$ cat src/rtl/hold_pkg.sv
package hold_pkg;
    typedef enum logic [1:0] {
        ST_TRACK   = 2'd0,
        ST_GAPWAIT = 2'd1,
        ST_HOLD    = 2'd2
    } hold_st_e;

    localparam logic [1:0] MODE_CENTRE = 2'd0;
    localparam logic [1:0] MODE_SNAP   = 2'd1;
    localparam logic [1:0] MODE_AVG    = 2'd2;
endpackage

$ cat src/rtl/hold_hist.sv
module hold_hist #(
    parameter int W     = 24,
    parameter int DEPTH = 8,
    parameter int SHW   = 4
) (
    input  logic           clk,
    input  logic           rst_n,
    input  logic           upd,
    input  logic [W-1:0]   smp,
    input  logic [SHW-1:0] k,
    output logic [W-1:0]   snap_o,
    output logic [W-1:0]   avg_o
);
    logic [W-1:0] tap_q [DEPTH];

    // shift line: stage 0 takes the new sample, stage g takes stage g-1
    for (genvar g = 0; g < DEPTH; g++) begin : g_tap
        logic [W-1:0] tap_d;
        if (g == 0) begin : g_head
            always_comb tap_d = upd ? smp : tap_q[0];
        end else begin : g_body
            always_comb tap_d = upd ? tap_q[g-1] : tap_q[g];
        end
        always_ff @(posedge clk) begin
            if (!rst_n) tap_q[g] <= '0;
            else        tap_q[g] <= tap_d;
        end
    end

    assign snap_o = tap_q[DEPTH-1];

    // first-order low-pass: y += (x - y) >>> k
    logic [W-1:0]        avg_d, avg_q;
    logic signed [W:0]   dif, stp, sum;

    always_comb begin
        dif   = $signed({smp[W-1], smp}) - $signed({avg_q[W-1], avg_q});
        stp   = dif >>> k;
        sum   = $signed({avg_q[W-1], avg_q}) + stp;
        avg_d = avg_q;
        if (upd) begin
            // sum lies between y and x, so the guard never rejects a legal result
            avg_d = (sum[W] == sum[W-1]) ? sum[W-1:0] : avg_q;
        end
    end

    always_ff @(posedge clk) begin
        if (!rst_n) avg_q <= '0;
        else        avg_q <= avg_d;
    end

    assign avg_o = avg_q;
endmodule

$ cat src/rtl/hold_slew.sv
module hold_slew #(
    parameter int W = 24
) (
    input  logic [W-1:0] cur,
    input  logic [W-1:0] tgt,
    input  logic [W-1:0] lim,
    output logic [W-1:0] nxt
);
    logic signed [W+1:0] dif, lim_x;

    always_comb begin
        dif   = $signed({{2{tgt[W-1]}}, tgt}) - $signed({{2{cur[W-1]}}, cur});
        lim_x = $signed({2'b00, lim});
        if (dif > lim_x)       nxt = cur + lim;
        else if (dif < -lim_x) nxt = cur - lim;
        else                   nxt = tgt;
    end
endmodule

$ cat src/rtl/hold_offset_ctl.sv
module hold_offset_ctl
    import hold_pkg::*;
#(
    parameter int OFS_W   = 24,
    parameter int NUM_REF = 4,
    parameter int DLY_LEN = 8,
    parameter int SHW     = 4,
    parameter int CNT_W   = 16
) (
    input  logic               clk,
    input  logic               rst_n,
    input  logic [OFS_W-1:0]   live_ofs,
    input  logic               sample_stb,
    input  logic [NUM_REF-1:0] ref_los,
    input  logic [1:0]         tgt_mode,
    input  logic [OFS_W-1:0]   slope_lim,
    input  logic [SHW-1:0]     iir_shift,
    input  logic               gap_mode,
    input  logic [CNT_W-1:0]   mon_period,
    output logic [OFS_W-1:0]   ofs_out,
    output logic               hold_alarm,
    output logic               evt_pulse
);
    localparam int GW = CNT_W + 1;

    typedef struct packed {
        hold_st_e        st;
        logic [GW-1:0]   cnt;
        logic [OFS_W-1:0] ofs;
        logic            hold;
        logic            evt;
    } ctl_t;

    ctl_t r_q, r_d;

    logic             all_lost, hist_upd, enter;
    logic [GW-1:0]    gap_lim;
    logic [OFS_W-1:0] snap, avg, tgt, slew_nxt;

    assign all_lost = &ref_los;
    assign hist_upd = sample_stb && (r_q.st != ST_HOLD);
    assign gap_lim  = {mon_period, 1'b0} - 1'b1;

    hold_hist #(.W(OFS_W), .DEPTH(DLY_LEN), .SHW(SHW)) u_hist (
        .clk    (clk),
        .rst_n  (rst_n),
        .upd    (hist_upd),
        .smp    (live_ofs),
        .k      (iir_shift),
        .snap_o (snap),
        .avg_o  (avg)
    );

    always_comb begin
        case (tgt_mode)
            MODE_SNAP: tgt = snap;
            MODE_AVG:  tgt = avg;
            default:   tgt = '0;
        endcase
    end

    hold_slew #(.W(OFS_W)) u_slew (
        .cur (r_q.ofs),
        .tgt (tgt),
        .lim (slope_lim),
        .nxt (slew_nxt)
    );

    always_comb begin
        r_d   = r_q;
        enter = 1'b0;
        case (r_q.st)
            ST_TRACK: begin
                r_d.ofs = live_ofs;
                if (all_lost) begin
                    if (gap_mode) begin
                        r_d.st  = ST_GAPWAIT;
                        r_d.cnt = '0;
                    end else begin
                        enter = 1'b1;
                    end
                end
            end
            ST_GAPWAIT: begin
                r_d.ofs = live_ofs;
                if (!all_lost)              r_d.st = ST_TRACK;
                else if (r_q.cnt == gap_lim) enter = 1'b1;
                else                        r_d.cnt = r_q.cnt + 1'b1;
            end
            ST_HOLD: begin
                if (!all_lost) begin
                    r_d.st   = ST_TRACK;
                    r_d.hold = 1'b0;
                    r_d.ofs  = live_ofs;
                end else if (tgt_mode == MODE_AVG) begin
                    if (sample_stb) r_d.ofs = slew_nxt;
                end else begin
                    r_d.ofs = tgt;
                end
            end
            default: r_d.st = ST_TRACK;
        endcase
        if (enter) begin
            r_d.st   = ST_HOLD;
            r_d.hold = 1'b1;
            r_d.ofs  = (tgt_mode == MODE_AVG) ? live_ofs : tgt;
        end
        r_d.evt = r_d.hold ^ r_q.hold;
    end

    always_ff @(posedge clk) begin
        if (!rst_n) begin
            r_q <= '{st: ST_TRACK, cnt: '0, ofs: '0, hold: 1'b0, evt: 1'b0};
        end else begin
            r_q <= r_d;
        end
    end

    assign ofs_out    = r_q.ofs;
    assign hold_alarm = r_q.hold;
    assign evt_pulse  = r_q.evt;
endmodule

$ cat config.mk
export PLATFORM = sky130hd
export DESIGN_NAME = hold_offset_ctl
export DESIGN_NICKNAME = d
export VERILOG_FILES = /design/src/rtl/hold_pkg.sv /design/src/rtl/hold_hist.sv /design/src/rtl/hold_slew.sv /design/src/rtl/hold_offset_ctl.sv
export SDC_FILE = /design/constraint.sdc
export NUM_CORES = 1
export LEC_CHECK = 0
export ABC_AREA = 1
export BUFFER_PORTS_ARGS = -buffer_cell sky130_fd_sc_hd__buf_2
export CAP_MARGIN = 30
export CELL_PAD_IN_SITES_DETAIL_PLACEMENT = 1
export CELL_PAD_IN_SITES_GLOBAL_PLACEMENT = 1
export CORE_UTILIZATION = 41
export DETAILED_ROUTE_END_ITERATION = 12
export HOLD_SLACK_MARGIN = 0.12
export PLACE_DENSITY = 0.89
export SYNTH_ARGS = -nofsm -noshare
export SYNTH_HDL_FRONTEND = slang
export SYNTH_HIERARCHICAL = 1
export SYNTH_SLANG_ARGS = --single-unit
$ cat constraint.sdc
create_clock -name clk -period 4.45 [get_ports clk]
set_input_delay 0 -clock clk [delete_from_list [all_inputs] [get_ports clk]]
set_output_delay 0 -clock clk [all_outputs]
set_load 0.1 [all_outputs]
==> out/results.tsv, run 1 <==
metric	value	unit
top cell type's share of synthesized area	23.0	%
status	did not finish	
total grt overflow	219	
Die Y	237	µm
syn_area_per_cell	6.23	µm²
Worst endpoint type	sequential cell input	
Syn Std Cell Area	22700	µm²
clock root cell	clkbuf_16	
EDFF count, synth	0	
Cells after Synth	3641	
Num CTS Buffers	29	
synth top area cells	dfxtp_1 (23%), nand2_1 (11%), nor2_1 (10%), ha_1 (9.4%), inv_1 (6.7%)	
number of I/O port buffers	103	
Mapped Nets	3894	
worst slack, placed	-0.802	ns
Synth Warn #	6	
failing step	5_1_grt	
Max Buffers Root-to-Sink	3	
placer congestion estimate	0.970	
pin count of the biggest net entering global routing	220	
most common cell in the netlist	nand2_1	
GRT worst endpoint	ofs_out[0]$_SDFFE_PN0P_/D	
Post-synth top cells	nand2_1 (668), nor2_1 (628), inv_1 (405), nand3_1 (282), o21ai_0 (279)	
post-place instance area	26200	µm²
top_reg_cell synth	dfxtp_1	
register area share after synthesis	23.0	%
post-synthesis cell type count	62	
CTS Sinks	261	
Error	[ERROR GRT-0232] Routing congestion too high. Check the congestion heatmap in the GUI.	
largest area contributor in the netlist	dfxtp_1	
Starting Density	41.8	%
gr usage total	73.0	%
async set-reset flop share out of synthesis	0	%
# IOs	104	
FP Rows	85	
number of synthesized register bits	261	
DP HPWL	72100	µm
H-tree depth	1	
chip width	237	µm
stage by stage:
step / hold WS (ns) / setup TNS, ns / std cells / utilization, %
2_1_floorplan: 0.135 / 0 / 3641 / -
3_3_place_gp: 0.287 / -15.51 / 4642 / 48.4
3_5_place_dp: 0.317 / -33.23 / 4642 / 48.4
4_1_cts: 0.159 / -9.33 / 4780 / 54.5
routing by layer:
layer | track usage (%) | overflow
met5 | 22.9 | 0
met4 | 75.4 | 84
met3 | 58.5 | 3
met2 | 90.6 | 130
met1 | 70.9 | 2
repair_timing:
item / in CTS
pin swaps: 116
cloned: 3
resized for setup: 338
buffers inserted: 47
endpoints found under the setup margin: 48
hold buffers: 35
endpoints found under the hold margin: 122
cells by family after synthesis:
group,synth area share [%]
AOI/OAI and AO/OA,15.4
xor gates and xnor gates,5.04
adders and majority gates,9.82
buffers and inverters,11.2
DFF,23.0
muxes,0.0883
and+or+nand+nor,35.4
==> run 2: changes to the inputs <==
--- a/config.mk
+++ b/config.mk
@@ -8,12 +8,9 @@
 export ABC_AREA = 1
 export BUFFER_PORTS_ARGS = -buffer_cell sky130_fd_sc_hd__buf_2
 export CAP_MARGIN = 30
-export CELL_PAD_IN_SITES_DETAIL_PLACEMENT = 1
-export CELL_PAD_IN_SITES_GLOBAL_PLACEMENT = 1
-export CORE_UTILIZATION = 41
+export CORE_UTILIZATION = 34
 export DETAILED_ROUTE_END_ITERATION = 12
-export HOLD_SLACK_MARGIN = 0.12
-export PLACE_DENSITY = 0.89
+export PLACE_DENSITY_LB_ADDON = 0.15
 export SYNTH_ARGS = -nofsm -noshare
 export SYNTH_HDL_FRONTEND = slang
 export SYNTH_HIERARCHICAL = 1
==> constraint.sdc (replaced) <==
create_clock -name clk -period 5.8 [get_ports clk]
set_input_delay 0 -clock clk [delete_from_list [all_inputs] [get_ports clk]]
set_output_delay 0 -clock clk [all_outputs]
set_load 0.1 [all_outputs]
==> run 2 against run 1 <==
Synthesized area did not move. The flow now finishes without violations. Synthesized cell count stayed put.
==> out/results.tsv, run 2 <==
metric	value	unit	change
maximum VDD drop	0.204	mV	
CP peak stage delay	0.52	ns	
worst r2r src	u_hist/avg_o[1]		
number of I/O port buffers	103		unchanged
Largest register FFs	192		
Slew Viols, Final	0		
crit-path most repeated cell	nand2_1		
Synth Warn #	6		unchanged
CP max FO	23		
Worst-Skew Late Latency	0.55	ns	
maxcap violations	0		
Via density	5.10		
Die Footprint	67700	µm²	
Pleak	0.0121	µW	
worst r2r dst	ofs_out[7]		
initial drt markers	1708		
gr usage total	22.7	%	
grt met1 use	31.2	%	
DRC violations left	0		
post-synthesis cell type count	62		unchanged
Final Setup Violations	0		
syn_area_per_cell	6.23	µm²	unchanged
most frequent cells in the layout	nand2_1 (668), nor2_1 (626), inv_1 (405), nand3_1 (282), o21ai_0 (277)		
placer congestion estimate	0.962		was 0.970
most common cell in the netlist	nand2_1		unchanged
reg2reg path depth	30		
Hold Path Depth	3		
worst hold path endpoint	u_hist/tap_q[5][12]		
# IOs	104		unchanged
vias in the first global route	22100		
largest area contributor in the netlist	dfxtp_1		unchanged
met2 Use GR	37.2	%	
Initial DRT Pass Iterations	5		
CTS Sinks	261		unchanged
Max Buffers Root-to-Sink	3		unchanged
worst slack, placed	0.288	ns	was -0.802 ns
Post-Place Cells	4453		was 4642
Post-synth top cells	nand2_1 (668), nor2_1 (628), inv_1 (405), nand3_1 (282), o21ai_0 (279)		unchanged
register area share after synthesis	23.0	%	unchanged
status	finished clean		was did not finish
final std cells w/o fill	4540		
Worst-path clk slew	0.06	ns	
reg2reg setup slack	0.55	ns	
fin crit share	90.6	%	
met3 Usage GRT	2.12	%	
Starting Density	34.4	%	was 41.8%
CTS tree	done		
Critical Path Stages	30		
Data arrival, critical path	5.73	ns	
# diodes	0		
Net count, final	3905		
DP HPWL	60000	µm	was 72100 µm
critical path's slowest cell	dfxtp_1		
number of synthesized register bits	261		unchanged
hold_sp	rst_n		
H-tree depth	2		was 1
RSZ-0062 raised after global routing	no		
Antenna Nets Post-Route	0		
fill count	7394		
top cell type's share of synthesized area	23.0	%	unchanged
DRT Wirelength	78000	µm	
top_reg_cell synth	dfxtp_1		unchanged
vias post-DR	23100		
EDFF count, synth	0		unchanged
Critical Path Start Type	flip-flop		
async set-reset flop share out of synthesis	0	%	unchanged
Mapped Nets	3894		unchanged
fraction of layout cells with a size suffix above 1	8.84	%	
Cells after Synth	3641		unchanged
crit path buf inv count	3		
Relative slew margins	34.1	%	
Die Y	260	µm	was 237 µm
Power Dens Cells	358	nW/µm²	
clock root cell	clkbuf_16		unchanged
wire per inst	17.2	µm	
fin crit period	5.25	ns	
gr busiest metal	met2		
worst slew pin tran	0.988	ns	
Syn Std Cell Area	22700	µm²	unchanged
initial antenna violation count	0		
core area	65900	µm²	
synth top area cells	dfxtp_1 (23%), nand2_1 (11%), nor2_1 (10%), ha_1 (9.4%), inv_1 (6.7%)		unchanged
Reg with most FFs	u_hist/tap_q		
Layout area overhead	10.5	%	
crit path kind	reg2reg		
commonest non-fill, non-tap cell in the layout	nand2_1		
pin count of the biggest net entering global routing	220		
FP Rows	94		was 85
Hold Fails Final Rpt	0		
chip width	260	µm	was 237 µm
Worst EP required	6.28	ns	
CP Capture Type	flip-flop		
first-pass GRT wire length	121000	µm	
worst hold path class	in2reg		
setup TNS	0	ns	
final setup skew	0.0174	ns	
fmax	190	MHz	
Largest delay share family, worst path	simple AND/OR/NAND/NOR gates		
Num CTS Buffers	34		was 29
post-route setup slack	0.546	ns	
total grt overflow	0		
## run 2: cell counts after synthesis
Identical to the previous run, type by type.
## run 2: worst max-delay path by stage
stage / to / slack (ns) / start
2_1_floorplan: ofs_out[11] / 1.06 / tgt_mode[0]
3_3_place_gp: ofs_out[7] / 0.26 / tgt_mode[0]
3_5_place_dp: ofs_out[20] / 0.29 / u_hist/avg_o[0]
4_1_cts: ofs_out[20] / 0.26 / u_hist/avg_o[0]
5_1_grt: ofs_out[3] / 0.02 / u_hist/avg_o[0]
6_report: ofs_out[7] / 0.55 / u_hist/avg_o[1]
## run 2: what timing repair did
| item | 4_1_cts | 5_1_grt |
|---|---|---|
| hold buffers | 27 | 0 |
| setup endpoints to repair | 0 | 32 |
| endpoints found under the hold margin | 28 | 0 |
| setup buffers | 0 | 0 |
| resized for setup | 0 | 6 |
## run 2: where the power goes
group          total, µW  leakage, µW  internal [µW]  switching (µW)
clock network       2190     0.000563           1330             868
logic               4680      0.00937           1540            3140
registers           2100      0.00216           1960             142
## run 2: logic make-up (layout without fill, tap and decap cells)
group / after synthesis / count (layout) / synth area share [%]
AO/OA/AOI/OAI: 620 / 620 / 15.4
XOR/XNOR: 128 / 128 / 5.04
adder cells (fa/ha/maj): 175 / 175 / 9.82
buffers and inverters: 619 / 654 / 11.2
flip-flops: 261 / 261 / 23.0
multiplexers: 2 / 2 / 0.0883
AND/OR/NAND/NOR: 1836 / 1836 / 35.4
## run 2: stage by stage
step | instance area (µm²) | hold WS (ns) | utilization (%) | power [µW]
final | 25100 | 0.0629 | 38.0 | 8980
after global placement | 23600 | 0.358 | 35.9 | 6740
after floorplan | 22700 | 0.135 | - | 5630
after global routing | 25100 | 0.122 | 38.0 | 9660
after CTS | 25000 | 0.0598 | 38.0 | 8990
after detailed placement | 23600 | 0.365 | 35.9 | 6720
## run 2: cell type report
class                           instances  area [µm²]  share of cell area [%]
Clock inverter                         14         220                   0.879
Clock buffer                           46         936                    3.74
Timing Repair Buffer                  153         993                    3.97
Inverter                              441        1660                    6.64
Tap cell                              864        1080                    4.32
Multi-Input combinational cell       2761       14900                    59.6
Sequential cell                       261        5230                    20.9
## run 2: metal layers
layer  routed length (µm)  vias to the layer above
met5                    0                        -
met4                 2340                        0
met3                 3110                      126
met2                35000                      485
met1                37600                    10700
li1                     -                    11900
## run 2: worst reg2reg max path, delay by kind of cell (launching register included)
| kind | cells | cell delay [ns] |
|---|---|---|
| buf+inv | 3 | 0.38 |
| xor+xnor | 1 | 0.24 |
| fa+ha+maj | 2 | 0.44 |
| simple gates | 17 | 2.51 |
| flops | 1 | 0.52 |
| compound gates | 7 | 1.08 |
(Power assumes the default switching activity.)
==> run 3: changes to the inputs <==
--- a/config.mk
+++ b/config.mk
@@ -10,7 +10,7 @@
 export CAP_MARGIN = 30
 export CORE_UTILIZATION = 34
 export DETAILED_ROUTE_END_ITERATION = 12
-export PLACE_DENSITY_LB_ADDON = 0.15
+export PLACE_DENSITY_LB_ADDON = 0.08
 export SYNTH_ARGS = -nofsm -noshare
 export SYNTH_HDL_FRONTEND = slang
 export SYNTH_HIERARCHICAL = 1
==> run 3 against run 2 <==
Sequential power about the same. First-iteration DRC count increased by 13%. Design area up 0.63%. Critical path type unchanged. Highest routed layer unchanged.
==> out/results.tsv, run 3 (synthesis gave the netlist of run 2 again) <==
metric	value	unit	change
status	finished clean		unchanged
Hold Slack	0.0381	ns	was 0.0629 ns
core area	65900	µm²	unchanged
Max Buffers Root-to-Sink	3		unchanged
number of I/O port buffers	103		unchanged
CP peak stage delay	0.42	ns	was 0.52 ns
initial antenna violation count	3		was 0
final std cells w/o fill	4552		was 4540
Post-Place Cells	4460		was 4453
total grt overflow	0		unchanged
Pleak	0.0122	µW	was 0.0121 µW
CTS tree	done		unchanged
post-place instance area	23700	µm²	was 23600 µm²
fraction of layout cells with a size suffix above 1	9.12	%	was 8.84%
Num CTS Buffers	34		unchanged
Power Dens Cells	362	nW/µm²	was 358 nW/µm²
placer congestion estimate	0.949		was 0.962
fmax	191	MHz	was 190 MHz
initial drt markers	1922		was 1708
maximum VDD drop	0.225	mV	was 0.204 mV
Relative slew margins	33.6	%	was 34.1%
FP Rows	94		unchanged
critical path's slowest cell	fa_1		was dfxtp_1
Worst-path clk slew	0.06	ns	about the same
Data arrival, critical path	5.68	ns	was 5.73 ns
DP HPWL	61300	µm	was 60000 µm
Multi-input gate area	14900	µm²	about the same
crit path kind	reg2reg		unchanged
# IOs	104		unchanged
chip width	260	µm	unchanged
Die Footprint	67700	µm²	unchanged
wire per inst	17.7	µm	was 17.2 µm
gr usage total	23.5	%	was 22.7%
Reg with most FFs	u_hist/tap_q		unchanged
setup TNS	0	ns	unchanged
register area	5230	µm²	about the same
Starting Density	34.4	%	unchanged
hold_sp	sample_stb		was rst_n
worst r2r src	u_hist/avg_o[0]		was u_hist/avg_o[1]
fill count	7456		was 7394
met2 wire len	36400	µm	was 35000 µm
post-route design area	25200	µm²	was 25100 µm²
Via density	5.09		was 5.10
Final Setup Violations	0		unchanged
DRC violations left	0		unchanged
clock root cell	clkbuf_16		unchanged
fin crit share	90.4	%	was 90.6%
worst hold path class	in2reg		unchanged
Die Y	260	µm	unchanged
Largest register FFs	192		unchanged
Worst EP required	6.23	ns	was 6.28 ns
Net count, final	3913		was 3905
Antenna Nets Post-Route	0		unchanged
vias post-DR	23200		was 23100
CTS Sinks	261		unchanged
Worst-Skew Late Latency	0.55	ns	about the same
most frequent cells in the layout	nand2_1 (668), nor2_1 (627), inv_1 (405), nand3_1 (282), o21ai_0 (278)		was nand2_1 (668), nor2_1 (626), inv_1 (405), nand3_1 (282), o21ai_0 (277)
Routed met1 length	39300	µm	was 37600 µm
maxcap violations	0		unchanged
commonest non-fill, non-tap cell in the layout	nand2_1		unchanged
final setup skew	0.0212	ns	was 0.0174 ns
Hold Fails Final Rpt	0		unchanged
pin count of the biggest net entering global routing	224		was 220
CP max FO	16		was 23
CP Capture Type	flip-flop		unchanged
DRT Wirelength	80400	µm	was 78000 µm
uppermost layer routed	met4		unchanged
Design Power	9120	µW	was 8980 µW
critical path startpoint	u_hist/avg_o[0]		was u_hist/avg_o[1]
vias in the first global route	21900		was 22100
fin crit period	5.24	ns	was 5.25 ns
worst slew pin tran	0.996	ns	was 0.988 ns
Critical Path Start Type	flip-flop		unchanged
Slew Viols, Final	0		unchanged
first-pass GRT wire length	125000	µm	was 121000 µm
Layout area overhead	11.2	%	was 10.5%
met3 WL	3030	µm	was 3110 µm
RSZ-0062 raised after global routing	no		unchanged
H-tree depth	2		unchanged
crit-path most repeated cell	nand2_1		unchanged
Initial DRT Pass Iterations	5		unchanged
run 3: final timing paths:
kind                                         to  slack (ns)  cells past startpoint
worst max-delay path            u_hist/avg_o[4]        0.56                     30
worst min register to register        evt_pulse        0.46                      1
worst min-delay path                 ofs_out[5]        0.04                      6
worst max register to register  u_hist/avg_o[4]        0.56                     30
run 3: power by group:
group	internal, µW	leakage, µW	switching (µW)
logic	1560	0.00942	3160
registers	1960	0.00216	141
clock network	1420	0.000596	877
run 3: repair_timing:
| action | in CTS | in global routing |
|---|---|---|
| endpoints found under the setup margin | 0 | 22 |
| hold buffers | 28 | 0 |
| gates resized for setup | 0 | 5 |
| setup buffers | 0 | 0 |
| hold endpoints to repair | 48 | 0 |
run 3: area by class of cell:
class                           instances  share of cell area [%]
Antenna cell                            2                  0.0199
Clock buffer                           48                    3.91
Clock inverter                         14                   0.893
Inverter                              441                    6.60
Multi-Input combinational cell       2761                    59.2
Sequential cell                       261                    20.7
Tap cell                              864                    4.29
Timing Repair Buffer                  161                    4.32
run 3: through the flow:
| stage | worst slack (ns) | util [%] |
|---|---|---|
| floorplan | 1.06 | - |
| global placement | 0.335 | 36.0 |
| detailed placement | 0.296 | 36.0 |
| CTS | 0.392 | 38.3 |
| global route | 0.0159 | 38.3 |
| finish | 0.558 | 38.3 |
run 3: layer usage:
layer	up-vias	global-route usage, %
li1	11900	-
met1	10700	33.3
met2	483	38.2
met3	87	2.08
met4	0	5.41
met5	-	0
run 3: worst max-delay path: cells and delay by family (launching register included):
family,cells,cell delay (ns)
and+or+nand+nor,19,2.39
adders and majority gates,3,1.04
buffers and inverters,4,0.69
AOI/OAI and AO/OA,3,0.56
DFF,1,0.32
xor gates and xnor gates,1,0.10
